$ cat src/rtl/pkt_slack_pkg.sv
package pkt_slack_pkg;
  localparam int TAG_W = 5;

  typedef struct packed {
    logic [1:0] pred_miss_cnt;
    logic       own_hit;
    logic [1:0] hop_excess;
  } slack_tag_t;

  function automatic logic [1:0] sat3(input int unsigned v);
    return (v > 3) ? 2'd3 : v[1:0];
  endfunction
endpackage

$ cat src/rtl/slack_hop_calc.sv
module slack_hop_calc #(
  parameter int COORD_W = 3,
  parameter int HOP_W   = 4
) (
  input  logic [COORD_W-1:0] sx,
  input  logic [COORD_W-1:0] sy,
  input  logic [COORD_W-1:0] dx,
  input  logic [COORD_W-1:0] dy,
  output logic [HOP_W-1:0]   hops
);
  logic [COORD_W-1:0] ax, ay;

  always_comb begin
    ax   = (dx >= sx) ? (dx - sx) : (sx - dx);
    ay   = (dy >= sy) ? (dy - sy) : (sy - dy);
    hops = HOP_W'(ax) + HOP_W'(ay);
  end
endmodule

$ cat src/rtl/slack_miss_predictor.sv
module slack_miss_predictor #(
  parameter int HIST_M   = 4,
  parameter int THRESH_T = 3
) (
  input  logic clk,
  input  logic rst,
  input  logic trn_valid,
  input  logic trn_l2_miss,
  output logic predict_miss
);
  localparam int CNT_W = $clog2(HIST_M + 1);

  logic [HIST_M-1:0] hist;
  logic [CNT_W-1:0]  ones;

  always_ff @(posedge clk) begin
    if (rst)            hist <= '0;
    else if (trn_valid) hist <= {hist[HIST_M-2:0], trn_l2_miss};
  end

  always_comb begin
    ones = '0;
    for (int i = 0; i < HIST_M; i++) ones = ones + CNT_W'(hist[i]);
    predict_miss = (int'(ones) >= THRESH_T);
  end
endmodule

$ cat src/rtl/slack_pred_table.sv
module slack_pred_table #(
  parameter int DEPTH = 6,
  parameter int ID_W  = 3,
  parameter int HOP_W = 4
) (
  input  logic             clk,
  input  logic             rst,
  input  logic             alloc_en,
  input  logic             alloc_miss,
  input  logic [HOP_W-1:0] alloc_hop,
  input  logic             free_en,
  input  logic [ID_W-1:0]  free_id,
  output logic             full,
  output logic [ID_W-1:0]  free_idx,
  output logic [1:0]       miss_cnt,
  output logic [HOP_W-1:0] max_hop,
  output logic [DEPTH-1:0] slot_vld
);
  import pkt_slack_pkg::*;

  logic [DEPTH-1:0] slot_miss;
  logic [HOP_W-1:0] slot_hop [DEPTH];

  for (genvar g = 0; g < DEPTH; g++) begin : g_slot
    always_ff @(posedge clk) begin
      if (rst) begin
        slot_vld[g]  <= 1'b0;
        slot_miss[g] <= 1'b0;
        slot_hop[g]  <= '0;
      end else if (alloc_en && free_idx == ID_W'(g)) begin
        slot_vld[g]  <= 1'b1;
        slot_miss[g] <= alloc_miss;
        slot_hop[g]  <= alloc_hop;
      end else if (free_en && free_id == ID_W'(g)) begin
        slot_vld[g]  <= 1'b0;
      end
    end
  end

  always_comb begin
    int unsigned cnt;
    cnt      = 0;
    free_idx = '0;
    max_hop  = '0;
    for (int i = DEPTH - 1; i >= 0; i--) begin
      if (!slot_vld[i]) free_idx = ID_W'(i);
    end
    for (int i = 0; i < DEPTH; i++) begin
      if (slot_vld[i]) begin
        if (slot_miss[i]) cnt++;
        if (slot_hop[i] > max_hop) max_hop = slot_hop[i];
      end
    end
    miss_cnt = sat3(cnt);
    full     = &slot_vld;
  end
endmodule

$ cat src/rtl/pkt_slack_est.sv
module pkt_slack_est #(
  parameter int COORD_W  = 3,
  parameter int DEPTH    = 6,
  parameter int HIST_M   = 4,
  parameter int THRESH_T = 3,
  parameter int ID_W     = $clog2(DEPTH)
) (
  input  logic               clk,
  input  logic               rst,
  input  logic [COORD_W-1:0] src_x,
  input  logic [COORD_W-1:0] src_y,
  input  logic               req_valid,
  output logic               req_ready,
  input  logic [COORD_W-1:0] req_dst_x,
  input  logic [COORD_W-1:0] req_dst_y,
  input  logic               cmp_valid,
  input  logic [ID_W-1:0]    cmp_id,
  input  logic               trn_valid,
  input  logic               trn_l2_miss,
  output logic               tag_valid,
  output logic [4:0]         tag,
  output logic [ID_W-1:0]    tag_id
);
  import pkt_slack_pkg::*;

  localparam int MAX_HOP = 2 * ((1 << COORD_W) - 1);
  localparam int HOP_W   = $clog2(MAX_HOP + 1);

  logic             accept, full, pmiss;
  logic [HOP_W-1:0] own_hop, max_hop;
  logic [ID_W-1:0]  free_idx;
  logic [1:0]       miss_cnt;
  logic [DEPTH-1:0] slot_vld;
  slack_tag_t       next_tag;

  slack_hop_calc #(.COORD_W(COORD_W), .HOP_W(HOP_W)) u_hop (
    .sx(src_x), .sy(src_y), .dx(req_dst_x), .dy(req_dst_y), .hops(own_hop)
  );

  slack_miss_predictor #(.HIST_M(HIST_M), .THRESH_T(THRESH_T)) u_pred (
    .clk(clk), .rst(rst), .trn_valid(trn_valid), .trn_l2_miss(trn_l2_miss),
    .predict_miss(pmiss)
  );

  slack_pred_table #(.DEPTH(DEPTH), .ID_W(ID_W), .HOP_W(HOP_W)) u_tab (
    .clk(clk), .rst(rst),
    .alloc_en(accept), .alloc_miss(pmiss), .alloc_hop(own_hop),
    .free_en(cmp_valid), .free_id(cmp_id),
    .full(full), .free_idx(free_idx), .miss_cnt(miss_cnt),
    .max_hop(max_hop), .slot_vld(slot_vld)
  );

  assign req_ready = ~full;
  assign accept    = req_valid & req_ready;

  always_comb begin
    next_tag.pred_miss_cnt = miss_cnt;
    next_tag.own_hit       = ~pmiss;
    if (max_hop > own_hop) next_tag.hop_excess = sat3(int'(max_hop - own_hop));
    else                   next_tag.hop_excess = 2'd0;
  end

  always_ff @(posedge clk) begin
    if (rst) begin
      tag_valid <= 1'b0;
      tag       <= '0;
      tag_id    <= '0;
    end else begin
      tag_valid <= accept;
      if (accept) begin
        tag    <= next_tag;
        tag_id <= free_idx;
      end
    end
  end
endmodule

$ cat config.mk
export PLATFORM = sky130hd
export DESIGN_NAME = pkt_slack_est
export DESIGN_NICKNAME = d
export VERILOG_FILES = /design/src/rtl/pkt_slack_pkg.sv /design/src/rtl/slack_hop_calc.sv /design/src/rtl/slack_miss_predictor.sv /design/src/rtl/slack_pred_table.sv /design/src/rtl/pkt_slack_est.sv
export SDC_FILE = /design/constraint.sdc
export NUM_CORES = 1
export LEC_CHECK = 0
export ABC_CLOCK_PERIOD_IN_PS = 10200
export CORE_MARGIN = 4
export CORE_UTILIZATION = 54
export CTS_CLUSTER_SIZE = 28
export DETAILED_ROUTE_END_ITERATION = 10
export DONT_BUFFER_PORTS = 1
export PLACE_DENSITY = 0.71
export SYNTH_ARGS = -nofsm -noshare
export SYNTH_HDL_FRONTEND = slang
export SYNTH_SLANG_ARGS = --single-unit
$ cat constraint.sdc
create_clock -name clk -period 10.2 [get_ports clk]
set_input_delay 2.04 -clock clk [delete_from_list [all_inputs] [get_ports clk]]
set_output_delay 2.04 -clock clk [all_outputs]
set_load 0.01 [all_outputs]
==> results.ini <==
[cells_and_area]
seqCellArea_mm2 = 0.00122
layout-area-overhead-vs-synth_pct = 6.27
multiInputGateArea_mm2 = 0.00249
final_cell_count_no_fill = 551
final_core_utilization = 0.605
drive_gt1_frac = 0.108
insertedDiodeCount = 0
fillerInstances = 581
postLayoutCellArea_mm2 = 0.00420
final_net_count = 521

[timing]
timing.final.crit_share = 0.940
finalSetupViolations = 0
post_layout_min_period_ps = 9590
max-slew-margin-rel = 0.537
fmaxAchievable_ghz = 0.104
worstMarginPinSlew_ps = 687
clock-skew-final_ps = 9.64
final_max_slew_violation_count = 0
finalHoldViolations = 0
post_route_setup_slack_ps = 609

[setup_path]
critical_path.max_stage_delay_ps = 500
critical_path.startpoint = u_tab.slot_vld[0]
criticalPathCategory = reg2reg
critical_path.endpoint = tag[1]
cp-start-kind = register
worst_r2r_path_depth = 41
reg_to_reg_setup_timing_slack_ps = 610
crit_path_top_delay_cell = sky130_fd_sc_hd__a21oi_1
crit_arrival_ps = 9820
worstReg2RegStart = u_tab.slot_vld[0]
path_common_cell = sky130_fd_sc_hd__ha_1
crit_path_max_fanout = 15
r2r_end = tag[1]
setup.worst_path.end_class = register
worst_ep_required_time_ps = 10430

[placement]
placedInstanceArea_mm2 = 0.00403
port_buffer_count = 0
placed_cells_incl_taps = 539
finalWeightedCongestion = 0.870
detailedPlacementHpwl_um = 6650
post-place-ws_ps = 394

[floorplan]
die_outline_width_um = 93.6
ios = 31
die_area_mm2 = 0.00875
coreArea_mm2 = 0.00694
start_util = 0.569
core.rowCount = 30
die_height_um = 93.6

[global_routing]
grt.busiest_layer = met2
grt_util_met2 = 0.338
gr-usage-met3 = 0.0306
grt_antenna_before_repair = 0
grt_overflow_total = 0
grt_pass1_wl_um = 14200
grt_start_max_net_pins = 20
grtUsageMet1 = 0.261
global_route.usage.total = 0.197
grt_pass1_vias = 3106

[logic_synthesis]
post_synth_inst_count = 452
synth-edff-count = 24
syn-cell-area_mm2 = 0.00395
synth-warning-count = 0
synthTopCellsByArea = sky130_fd_sc_hd__edfxtp_1 (18%), sky130_fd_sc_hd__dfxtp_1 (13%), sky130_fd_sc_hd__ha_1 (12%)
synth-async-reset-ratio = 0
synth_cell_type_count = 76
synth_top_cell_by_area = sky130_fd_sc_hd__edfxtp_1
synth_common_cells = sky130_fd_sc_hd__nor2_1 (59), sky130_fd_sc_hd__inv_1 (57), sky130_fd_sc_hd__ha_1 (39), sky130_fd_sc_hd__nand2_1 (39), sky130_fd_sc_hd__dfxtp_1 (25)
postSynthNetCount = 519
post_synth.cell_area_avg_um2 = 8.75
seq_area_frac_synth = 0.309
post-synth-top-count-cell = sky130_fd_sc_hd__nor2_1
ys_seq_elements = 49
area_share_of_the_largest_cell_type_after_synthesis = 0.182
synth-main-ff-cell = sky130_fd_sc_hd__dfxtp_1

[route]
avgRoutedWirePerCell_um = 15.3
drt_iter0_markers = 171
drt-vias-per-instance = 5.95
final_antenna_net_count = 0
firstDrtPassIters = 5
routed-via-count = 3277
finalWirelength_um = 8430
drc_errors = 0

[clocking]
clk_transition_reported_paths_ps = 80
cts_num_sinks = 49
h-tree-depth = 2
tritoncts.num_buffers = 5
worstSkewPairLatency_ps = 300
holdBufCountCts = 0
cts_tree = done
clock_path_buffers = 2
cts.root.buffer_cell = sky130_fd_sc_hd__clkbuf_8

[power_and_ir_drop]
switching_share = 0.331
leakagePower_nw = 1.82
power.internal_w = 0.000366
seq_power_share = 0.415
p_sw_w = 0.000181
power.share.combinational = 0.339
clockPowerShare = 0.246
power.total_w = 0.000547
p_per_area_mw_per_mm2 = 130
worst_ir_drop_vdd_v = 0.000148

[hold_path]
min-delay-start = u_pred.hist[3]
hp-class = reg2reg

[run_status]
status = finished clean

[run]
drv_cap = 0

power groups by stage:
| stage | combinational, W | clock (W) | sequential, W |
|---|---|---|---|
| after floorplan | 0.000141 | 0 | 0.000227 |
| after global placement | 0.000178 | 0 | 0.000231 |
| after detailed placement | 0.000182 | 0 | 0.000231 |
| after CTS | 0.000183 | 0.000137 | 0.000227 |
| after global routing | 0.000210 | 0.000145 | 0.000228 |
| final | 0.000186 | 0.000135 | 0.000227 |
per-layer routing:
layer | share of wire | up-vias
met1 | 0.45 | 1536
met4 | 0.014 | 0
met5 | 0 | -
li1 | - | 1614
met3 | 0.058 | 12
met2 | 0.48 | 115
worst min-delay path by stage:
stage	to	depth (start not counted)
after floorplan	u_tab.slot_miss[1]	2
after global placement	u_tab.slot_miss[1]	2
after detailed placement	u_tab.slot_miss[4]	2
after CTS	u_tab.slot_miss[4]	2
after global routing	u_tab.slot_miss[4]	2
final	u_pred.hist[3]	2
flip-flops by register name, summed over array words and instances, names as in the netlist:
| name | cells |
|---|---|
| tag_id | 3 |
| u_pred.hist | 4 |
| tag_valid | 1 |
| u_tab.slot_miss | 6 |
| u_tab.slot_hop | 24 |
| tag | 5 |
| u_tab.slot_vld | 6 |
cells by family after synthesis:
kind of cell	Yosys count	synth area share
fa+ha+maj	46	0.159
buf+inv	69	0.0693
mux	17	0.0449
compound gates	110	0.215
xor+xnor	11	0.0244
simple gates	150	0.179
flops	49	0.309
metrics by stage:
stage,hold WS [ps],TNS [ps]
2_1_floorplan,457,0
3_3_place_gp,474,0
3_5_place_dp,483,0
4_1_cts,503,0
5_1_grt,528,-174
6_report,504,0
worst max-delay path, delay by kind of cell, from the launching register on:
| family | cells | cell delay, ps |
|---|---|---|
| AO/OA/AOI/OAI | 17 | 3980 |
| buffers and inverters | 2 | 110 |
| multiplexers | 2 | 650 |
| adder cells (fa/ha/maj) | 7 | 2230 |
| AND/OR/NAND/NOR | 13 | 2120 |
| flip-flops | 1 | 430 |
area by class of cell:
type | count | share of cell area
clock buffers | 6 | 0.0173
clock inverters | 2 | 0.00834
well taps | 96 | 0.0286
multi-input cells | 334 | 0.592
inverters | 58 | 0.0518
repair buffers | 6 | 0.0107
flip-flops and latches | 49 | 0.292
cells in the final DEF (no fill, tap or decap), types with 3 or more instances in the layout:
| cell type | count |
|---|---|
| sky130_fd_sc_hd__a211o_1 | 3 |
| sky130_fd_sc_hd__a211oi_1 | 4 |
| sky130_fd_sc_hd__a21o_1 | 3 |
| sky130_fd_sc_hd__a21oi_1 | 23 |
| sky130_fd_sc_hd__a32o_1 | 4 |
| sky130_fd_sc_hd__a41oi_1 | 5 |
| sky130_fd_sc_hd__and2_1 | 4 |
| sky130_fd_sc_hd__buf_4 | 6 |
| sky130_fd_sc_hd__clkbuf_8 | 5 |
| sky130_fd_sc_hd__dfxtp_1 | 24 |
| sky130_fd_sc_hd__edfxtp_1 | 24 |
| sky130_fd_sc_hd__fa_1 | 7 |
| sky130_fd_sc_hd__ha_1 | 39 |
| sky130_fd_sc_hd__inv_1 | 57 |
| sky130_fd_sc_hd__mux2_2 | 6 |
| sky130_fd_sc_hd__mux2i_1 | 9 |
| sky130_fd_sc_hd__nand2_1 | 39 |
| sky130_fd_sc_hd__nand3_1 | 13 |
| sky130_fd_sc_hd__nand4_1 | 3 |
| sky130_fd_sc_hd__nor2_1 | 59 |
| sky130_fd_sc_hd__nor2b_1 | 3 |
| sky130_fd_sc_hd__nor3_1 | 5 |
| sky130_fd_sc_hd__o211ai_1 | 4 |
| sky130_fd_sc_hd__o21a_1 | 4 |
| sky130_fd_sc_hd__o21ai_0 | 17 |
| sky130_fd_sc_hd__o21ai_1 | 3 |
| sky130_fd_sc_hd__o22ai_1 | 5 |
| sky130_fd_sc_hd__o31ai_1 | 3 |
| sky130_fd_sc_hd__or3_1 | 4 |
| sky130_fd_sc_hd__xnor2_1 | 9 |
what timing repair did:
item | 4_1_cts | 5_1_grt
endpoints found under the setup margin | 0 | 2
resized for setup | 0 | 9
endpoints found under the hold margin | 0 | 0
setup buffers | 0 | 4
(Power assumes the default switching activity.)
